`config.mk`:
```
export PLATFORM = sky130hd
export DESIGN_NAME = fab_csum_guard
export DESIGN_NICKNAME = d
export VERILOG_FILES = /design/src/rtl/fcg_pkg.sv /design/src/rtl/fcg_ingress.sv /design/src/rtl/fcg_egress.sv /design/src/rtl/fcg_err_cnt.sv /design/src/rtl/fab_csum_guard.sv
export SDC_FILE = /design/constraint.sdc
export NUM_CORES = 2
export LEC_CHECK = 0
export ABC_CLOCK_PERIOD_IN_PS = 15150
export BUFFER_PORTS_ARGS = -buffer_cell sky130_fd_sc_hd__clkbuf_2
export CORE_MARGIN = 2
export CORE_UTILIZATION = 43
export DETAILED_ROUTE_END_ITERATION = 10
export PLACE_DENSITY = 0.56
export SLEW_MARGIN = 20
export SYNTH_ARGS = -nofsm -noshare
export SYNTH_HDL_FRONTEND = slang
export SYNTH_HIERARCHICAL = 1
export SYNTH_SLANG_ARGS = --single-unit
```
`constraint.sdc`:
```
create_clock -name clk_i -period 15.15 [get_ports clk_i]
set_input_delay 1.515 -clock clk_i [delete_from_list [all_inputs] [get_ports clk_i]]
set_output_delay 1.515 -clock clk_i [all_outputs]
set_load 0.02 [all_outputs]
```
`src/rtl/fcg_pkg.sv`:
```
package fcg_pkg;
  localparam logic [31:0] CRC_POLY    = 32'hEDB88320;
  localparam logic [31:0] CRC_INIT    = 32'hFFFFFFFF;
  localparam logic [31:0] CRC_RESIDUE = 32'hDEBB20E3;

  function automatic logic [31:0] crc_step(logic [31:0] c, logic [7:0] b);
    logic [31:0] r;
    r = c ^ {24'h0, b};
    for (int i = 0; i < 8; i++) r = r[0] ? ((r >> 1) ^ CRC_POLY) : (r >> 1);
    return r;
  endfunction

  function automatic logic [15:0] csum_add(logic [15:0] a, logic [15:0] v);
    logic [16:0] s;
    s = {1'b0, a} + {1'b0, v};
    return s[15:0] + {15'h0, s[16]};
  endfunction

  function automatic logic [15:0] csum_lane(logic [7:0] b, logic odd);
    return odd ? {8'h0, b} : {b, 8'h0};
  endfunction
endpackage

```
`src/rtl/fcg_ingress.sv`:
```
module fcg_ingress #(
  parameter int MAX_BYTES = 64
) (
  input  logic       clk_i,
  input  logic       rst_ni,
  input  logic [7:0] in_data_i,
  input  logic       in_valid_i,
  input  logic       in_last_i,
  output logic       in_ready_o,
  output logic [7:0] fab_data_o,
  output logic       fab_valid_o,
  output logic       fab_last_o,
  input  logic       fab_ready_i
);
  import fcg_pkg::*;
  localparam int IW    = $clog2(MAX_BYTES + 1);
  localparam int DEPTH = 2 ** IW;

  logic [7:0]    mem [DEPTH];
  logic          sending, ovf;
  logic [IW-1:0] cnt, plen, scnt, add_idx;
  logic [31:0]   crc, crc_nx;
  logic [15:0]   csum, csum_nx, hdr;
  logic          acc, add_en, good, full;

  assign acc     = in_valid_i && !sending;
  assign full    = (cnt == IW'(MAX_BYTES));
  assign crc_nx  = crc_step(crc, in_data_i);
  // checksum trails the write pointer by 4 so FCS bytes never enter it
  assign add_en  = (cnt >= IW'(4)) && !ovf;
  assign add_idx = cnt - IW'(4);
  assign csum_nx = add_en ? csum_add(csum, csum_lane(mem[add_idx], add_idx[0])) : csum;
  assign good    = (crc_nx == CRC_RESIDUE) && !ovf && !full && (cnt >= IW'(4));

  assign in_ready_o  = !sending;
  assign fab_valid_o = sending;
  assign fab_last_o  = sending && (scnt == plen + IW'(1));
  always_comb begin
    if (scnt == '0)         fab_data_o = hdr[15:8];
    else if (scnt == IW'(1)) fab_data_o = hdr[7:0];
    else                     fab_data_o = mem[scnt - IW'(2)];
  end

  always_ff @(posedge clk_i) begin
    if (acc && !full) mem[cnt] <= in_data_i;
  end

  always_ff @(posedge clk_i or negedge rst_ni) begin
    if (!rst_ni) begin
      sending <= 1'b0;
      ovf     <= 1'b0;
      cnt     <= '0;
      plen    <= '0;
      scnt    <= '0;
      crc     <= CRC_INIT;
      csum    <= '0;
      hdr     <= '0;
    end else if (acc) begin
      if (in_last_i) begin
        cnt  <= '0;
        ovf  <= 1'b0;
        crc  <= CRC_INIT;
        csum <= '0;
        if (good) begin
          sending <= 1'b1;
          plen    <= cnt - IW'(3);
          hdr     <= csum_nx;
          scnt    <= '0;
        end
      end else begin
        crc  <= crc_nx;
        csum <= csum_nx;
        if (full) ovf <= 1'b1;
        else      cnt <= cnt + IW'(1);
      end
    end else if (sending && fab_ready_i) begin
      if (fab_last_o) begin
        sending <= 1'b0;
        scnt    <= '0;
      end else begin
        scnt <= scnt + IW'(1);
      end
    end
  end
endmodule

```
`src/rtl/fcg_egress.sv`:
```
module fcg_egress #(
  parameter int PORT_W = 2
) (
  input  logic              clk_i,
  input  logic              rst_ni,
  input  logic [7:0]        eg_data_i,
  input  logic              eg_valid_i,
  input  logic              eg_last_i,
  input  logic [PORT_W-1:0] eg_port_i,
  output logic              eg_ready_o,
  output logic [7:0]        out_data_o,
  output logic              out_valid_o,
  output logic              out_last_o,
  output logic              out_err_o,
  input  logic              out_ready_i,
  output logic              err_evt_o,
  output logic [PORT_W-1:0] err_port_o
);
  import fcg_pkg::*;

  logic [1:0]  hcnt;
  logic        odd, in_data_ph, mism;
  logic [15:0] hdr, acc, acc_nx;

  assign in_data_ph  = (hcnt == 2'd2);
  assign eg_ready_o  = in_data_ph ? out_ready_i : 1'b1;
  assign out_valid_o = eg_valid_i && in_data_ph;
  assign out_data_o  = eg_data_i;
  assign out_last_o  = eg_last_i && in_data_ph;
  assign acc_nx      = csum_add(acc, csum_lane(eg_data_i, odd));
  assign mism        = (acc_nx != hdr);
  assign out_err_o   = out_valid_o && eg_last_i && mism;
  assign err_evt_o   = out_err_o && out_ready_i;
  assign err_port_o  = eg_port_i;

  always_ff @(posedge clk_i or negedge rst_ni) begin
    if (!rst_ni) begin
      hcnt <= '0;
      odd  <= 1'b0;
      hdr  <= '0;
      acc  <= '0;
    end else if (eg_valid_i && eg_ready_o) begin
      if (eg_last_i) begin
        hcnt <= '0;
        odd  <= 1'b0;
        acc  <= '0;
      end else if (hcnt == 2'd0) begin
        hdr[15:8] <= eg_data_i;
        hcnt      <= 2'd1;
      end else if (hcnt == 2'd1) begin
        hdr[7:0] <= eg_data_i;
        hcnt     <= 2'd2;
      end else begin
        acc <= acc_nx;
        odd <= !odd;
      end
    end
  end
endmodule

```
`src/rtl/fcg_err_cnt.sv`:
```
module fcg_err_cnt #(
  parameter int NPORTS = 4,
  parameter int CNT_W  = 32,
  parameter int PORT_W = $clog2(NPORTS)
) (
  input  logic              clk_i,
  input  logic              rst_ni,
  input  logic              evt_i,
  input  logic [PORT_W-1:0] evt_port_i,
  input  logic [PORT_W-1:0] idx_i,
  input  logic              clr_i,
  output logic [CNT_W-1:0]  val_o
);
  logic [CNT_W-1:0] cnts [NPORTS];

  for (genvar p = 0; p < NPORTS; p++) begin : g_port
    always_ff @(posedge clk_i or negedge rst_ni) begin
      if (!rst_ni)                                             cnts[p] <= '0;
      else if (clr_i && idx_i == PORT_W'(p))                   cnts[p] <= '0;
      else if (evt_i && evt_port_i == PORT_W'(p) && cnts[p] != '1) cnts[p] <= cnts[p] + 1'b1;
    end
  end

  assign val_o = cnts[idx_i];
endmodule

```
`src/rtl/fab_csum_guard.sv`:
```
module fab_csum_guard #(
  parameter int MAX_BYTES = 64,
  parameter int NPORTS    = 4,
  parameter int CNT_W     = 32,
  parameter int PORT_W    = $clog2(NPORTS)
) (
  input  logic              clk_i,
  input  logic              rst_ni,
  input  logic [7:0]        in_data_i,
  input  logic              in_valid_i,
  input  logic              in_last_i,
  output logic              in_ready_o,
  output logic [7:0]        fab_data_o,
  output logic              fab_valid_o,
  output logic              fab_last_o,
  input  logic              fab_ready_i,
  input  logic [7:0]        eg_data_i,
  input  logic              eg_valid_i,
  input  logic              eg_last_i,
  input  logic [PORT_W-1:0] eg_port_i,
  output logic              eg_ready_o,
  output logic [7:0]        out_data_o,
  output logic              out_valid_o,
  output logic              out_last_o,
  output logic              out_err_o,
  input  logic              out_ready_i,
  input  logic [PORT_W-1:0] cnt_idx_i,
  input  logic              cnt_clr_i,
  output logic [CNT_W-1:0]  cnt_val_o
);
  logic              err_evt;
  logic [PORT_W-1:0] err_port;

  fcg_ingress #(.MAX_BYTES(MAX_BYTES)) u_ing (
    .clk_i, .rst_ni, .in_data_i, .in_valid_i, .in_last_i, .in_ready_o,
    .fab_data_o, .fab_valid_o, .fab_last_o, .fab_ready_i
  );

  fcg_egress #(.PORT_W(PORT_W)) u_eg (
    .clk_i, .rst_ni, .eg_data_i, .eg_valid_i, .eg_last_i, .eg_port_i, .eg_ready_o,
    .out_data_o, .out_valid_o, .out_last_o, .out_err_o, .out_ready_i,
    .err_evt_o(err_evt), .err_port_o(err_port)
  );

  fcg_err_cnt #(.NPORTS(NPORTS), .CNT_W(CNT_W), .PORT_W(PORT_W)) u_cnt (
    .clk_i, .rst_ni, .evt_i(err_evt), .evt_port_i(err_port),
    .idx_i(cnt_idx_i), .clr_i(cnt_clr_i), .val_o(cnt_val_o)
  );
endmodule

```
==> summary by stage <==
Run status
The flow ran to the end, and the final reports show no timing, DRC or antenna violations.

Logic synthesis
The synthesized area per cell is 13.84 um^2. The share of synthesized area occupied by flip-flops and latches is 57.38%. Measured against the total synthesized area, the mux share comes to 16.70%. By area the synthesized netlist is led by sky130_fd_sc_hd__edfxtp_1 48%, sky130_fd_sc_hd__mux4_2 13%, sky130_fd_sc_hd__dfrtp_1 8.4%, sky130_fd_sc_hd__nor2_1 2.4%, sky130_fd_sc_hd__mux2i_1 2.0%. The area share of the leading cell type in the synthesized netlist is between 40% and 50%. The yosys synthesis warning count is 6. The post-synthesis register bit count is 1274. The most frequent cell after synthesis is sky130_fd_sc_hd__edfxtp_1. The leading register cell type out of synthesis is sky130_fd_sc_hd__edfxtp_1. After Yosys synthesis, and, or, nand and nor cells account for 8.856% of the synthesized area. After synthesis, the most frequently instantiated cells are 1024 x sky130_fd_sc_hd__edfxtp_1, 415 x sky130_fd_sc_hd__nor2_1, 378 x sky130_fd_sc_hd__mux4_2. The fraction of registers with async set or reset after synthesis is 19.62%. The number of flops mapped to enable cells by yosys is 1024. The net count after synthesis is ~4700.

The biggest area contributor in the post-synthesis netlist is sky130_fd_sc_hd__edfxtp_1. Summing the areas of all compound-gate instances in the mapped netlist gives roughly a tenth of the synthesized area. The netlist area before placement is 64560 um^2. After Yosys synthesis, full adders, half adders and majority gates account for 1.070% of the synthesized area. The unique cell type count in the Yosys netlist is between 100 and 150. The synthesized instance count is 4665. Of the total synthesized cell area, the portion taken by XOR and XNOR cells is ~4%. After synthesis, the largest family of logic cells by area is multiplexers.

Clock tree
Clock-pin slew was measured on the worst setup and hold paths at 0.06 ns. In this run, CTS created clock tree buffers numbering 146. The hold buffer count at cts is 0. The library cell used as clock root buffer is sky130_fd_sc_hd__clkbuf_16. The clock sink count is 1274.

TritonCTS built the clock tree. For the worst-skew pair, the clock arrives at the later sink with an insertion delay of 0.79 ns. In this run, post-CTS repair resized a total of 0 instances. The number of setup buffers added after CTS is 0. The worst-case clock buffer depth is 3. The deepest level of the CTS H-tree is 4.

Routing
In this run the remaining antenna-violating nets after routing total 0. Using the TritonRoute via totals, the vias-per-cell ratio works out to 6.583. After detailed routing, the number of remaining DRC violations is 0. The number of design-rule violations left by the first detailed-router iteration is 6000. The total number of vias is 44830.

Dividing the detail-routed wire length by the instance count gives between 30 and 40 um. The total length of routed wires is approximately 230000 um. The number of iterations in the first detailed-routing pass is 6.

STA
The transition at the pin with the smallest max-transition slack is 1.261 ns. The final period demand of the worst path is 9.126 ns. The relative max-transition margin is ~15%.

The final worst clock skew is 0.03542 ns. The final setup slack of the worst path is between 6 and 7 ns. The setup violation total in the final timing report is 0.

The final hold violation count is 0. The share of the clock period used by the worst path after layout is 60.24%. Setup repair after global routing left no endpoint under its margin.

Setup total negative slack on the finished layout was measured at 0 ns. The timing-limited maximum frequency is 109.6 MHz. The number of pins with negative max-slew slack in the final report is 0.

Worst setup path
The data required time of the critical path is ~16 ns. By startpoint and endpoint, the worst setup path is classified as flip-flop to flip-flop. The slowest stage of the critical path is the sky130_fd_sc_hd__o311ai_0 cell. The critical path contains buffers and inverters numbering 2 combined. The critical path startpoint category is a flip-flop. The beginning of the critical path is u_ing/cnt[1]. The worst register-to-register path begins at u_ing/cnt[1].

The most numerous cell type found on the critical path is sky130_fd_sc_hd__ha_1. The maximum fanout along the worst path is 37. The arrival time at the worst endpoint is 9.79 ns. The delay of the slowest cell on the worst path is 0.81 ns. The kind of capture point of the worst setup path is a flip-flop.

The family of cells with the greatest summed delay on the critical path is compound AO/OA/AOI/OAI gates.

Min path
The path class of the tightest hold or removal check is flip-flop to flip-flop. The source of the worst hold timing path is u_ing/crc[10].

Die
The core region is 149400 um^2. The number of top-level pins is 84. Measured along the y axis, the die boundary spans about 400 um. The initial cell density of the core is 43.21%. The chip width is 391.5 um. The full die area is 153300 um^2. The floorplan has ~140 rows.

Final layout
The utilization after layout is 48.24%. From synthesis to final layout, the design area changed by 11.64%. Cells with a size suffix above 1 make up a little over a fifth of the layout. The number of fill cells is 12910. The final layout contains 4756 nets.

Global route
The first global-routing pass estimated ~320000 um of wire. The number of antenna violations at the first check in global routing came to 7. The overall track demand over capacity in global routing is between 20% and 30%. The maximum number of pins on one net before global-route repair is 111. Global routing finished with a remaining overflow of 0. The number of global-route vias before repair was 43810.

Pwr
Combinational logic is responsible for approximately a fifth of the overall power. The switching share of power is 29.55%. The power per standard cell area is 131.8 nW/um^2. The part of the total power dissipated in sequential elements is a little over two fifths.

The clock power share is a little under two fifths. The internal power component is between 0.006 and 0.007 W. The worst-case IR drop observed on VDD is approximately 0.00013 V. In this run the static leakage power is approximately 24 nW. Summed over all nets, the switching power comes to 0.002807 W.

Flow run
The tool flagged a number of max-cap violations equal to 0.

Place
The post-DP HPWL is 144900 um. The worst setup slack before clock tree synthesis is 6.315 ns. At the end of routability-driven placement, the weighted congestion stood at 0.8775.

The number of port buffers is 83.
-- flip-flops by register name, indices dropped and copies added (netlist names), 16 cells and up --
register,count
u_ing/mem,1024
u_eg/hdr,16
u_ing/csum,16
u_eg/acc,16
u_cnt/cnts,128
u_ing/crc,32
u_ing/hdr,16
-- cell families after synthesis --
| kind of cell | Yosys count |
|---|---|
| fa+ha+maj | 54 |
| compound gates | 919 |
| xor+xnor | 258 |
| buf+inv | 366 |
| mux | 593 |
| flops | 1274 |
| simple gates | 1201 |
-- power groups by stage --
stage | clock [W] | sequential [W] | combinational (W)
global placement | 0 | 0.00408 | 0.00190
detailed placement | 0 | 0.00408 | 0.00191
finish | 0.00354 | 0.00401 | 0.00195
global route | 0.00373 | 0.00402 | 0.00208
CTS | 0.00359 | 0.00401 | 0.00192
floorplan | 0 | 0.00404 | 0.00132
-- final timing paths --
kind                                 end  depth (start not counted)  slack, ns
max                        u_ing/hdr[12]                         29       6.02
max reg2reg                u_ing/hdr[12]                         29       6.02
min reg2reg                u_ing/crc[10]                          2       0.47
min                        u_ing/crc[10]                          2       0.47
min in group asynchronous    u_eg/acc[7]                          1       0.80
max in group asynchronous  u_cnt/cnts[0]                          3      12.20
-- final cells by class --
| cell class | instances | area, um^2 | area share, % |
|---|---|---|---|
| diodes | 3 | 7.507 | 0.01042 |
| clock buffers | 183 | 3876 | 5.378 |
| clock inverters | 83 | 877.1 | 1.217 |
| inverters | 37 | 141.4 | 0.1962 |
| multi-input cells | 3025 | 26280 | 36.46 |
| flip-flops and latches | 1274 | 37060 | 51.42 |
| well taps | 2016 | 2522 | 3.500 |
| repair buffers | 189 | 1308 | 1.814 |
-- metrics by stage --
stage / hold WS (ns) / cell area, um^2 / power (W) / instances
6_report: 0.4671 / 72080 / 0.009497 / 6810
3_5_place_dp: 0.4624 / 67290 / 0.005989 / 6541
2_1_floorplan: 0.4417 / 64560 / 0.005356 / 4665
4_1_cts: 0.4712 / 72040 / 0.009517 / 6807
3_3_place_gp: 0.4521 / 67270 / 0.005980 / 6541
5_1_grt: 0.4979 / 72070 / 0.009826 / 6807
-- layout by cell type (no fill, tap or decap), drive strengths merged, types with 82 or more instances in the layout --
cell type  count
edfxtp      1024
o21ai        185
mux2          82
nor2         416
nand3        111
a21oi        234
mux4         379
nand2        297
xor2          92
mux2i        132
buf          115
xnor2        152
clkbuf       257
dfrtp        218
a22oi        136
-- layer usage --
metal	global-route usage [%]	share of wire (%)	up-vias
met5	0	0.030	-
met4	11.93	4.4	10
met3	7.075	11	546
met2	44.83	45	2833
met1	40.16	39	23020
li1	-	-	18420
-- tightest hold or removal path: stages (launching register included) --
cell,delay [ns]
sky130_fd_sc_hd__dfstp_2,0.37
sky130_fd_sc_hd__nand2_1,0.05
sky130_fd_sc_hd__nand2_1,0.05
Power figures use the tool's default switching activity.
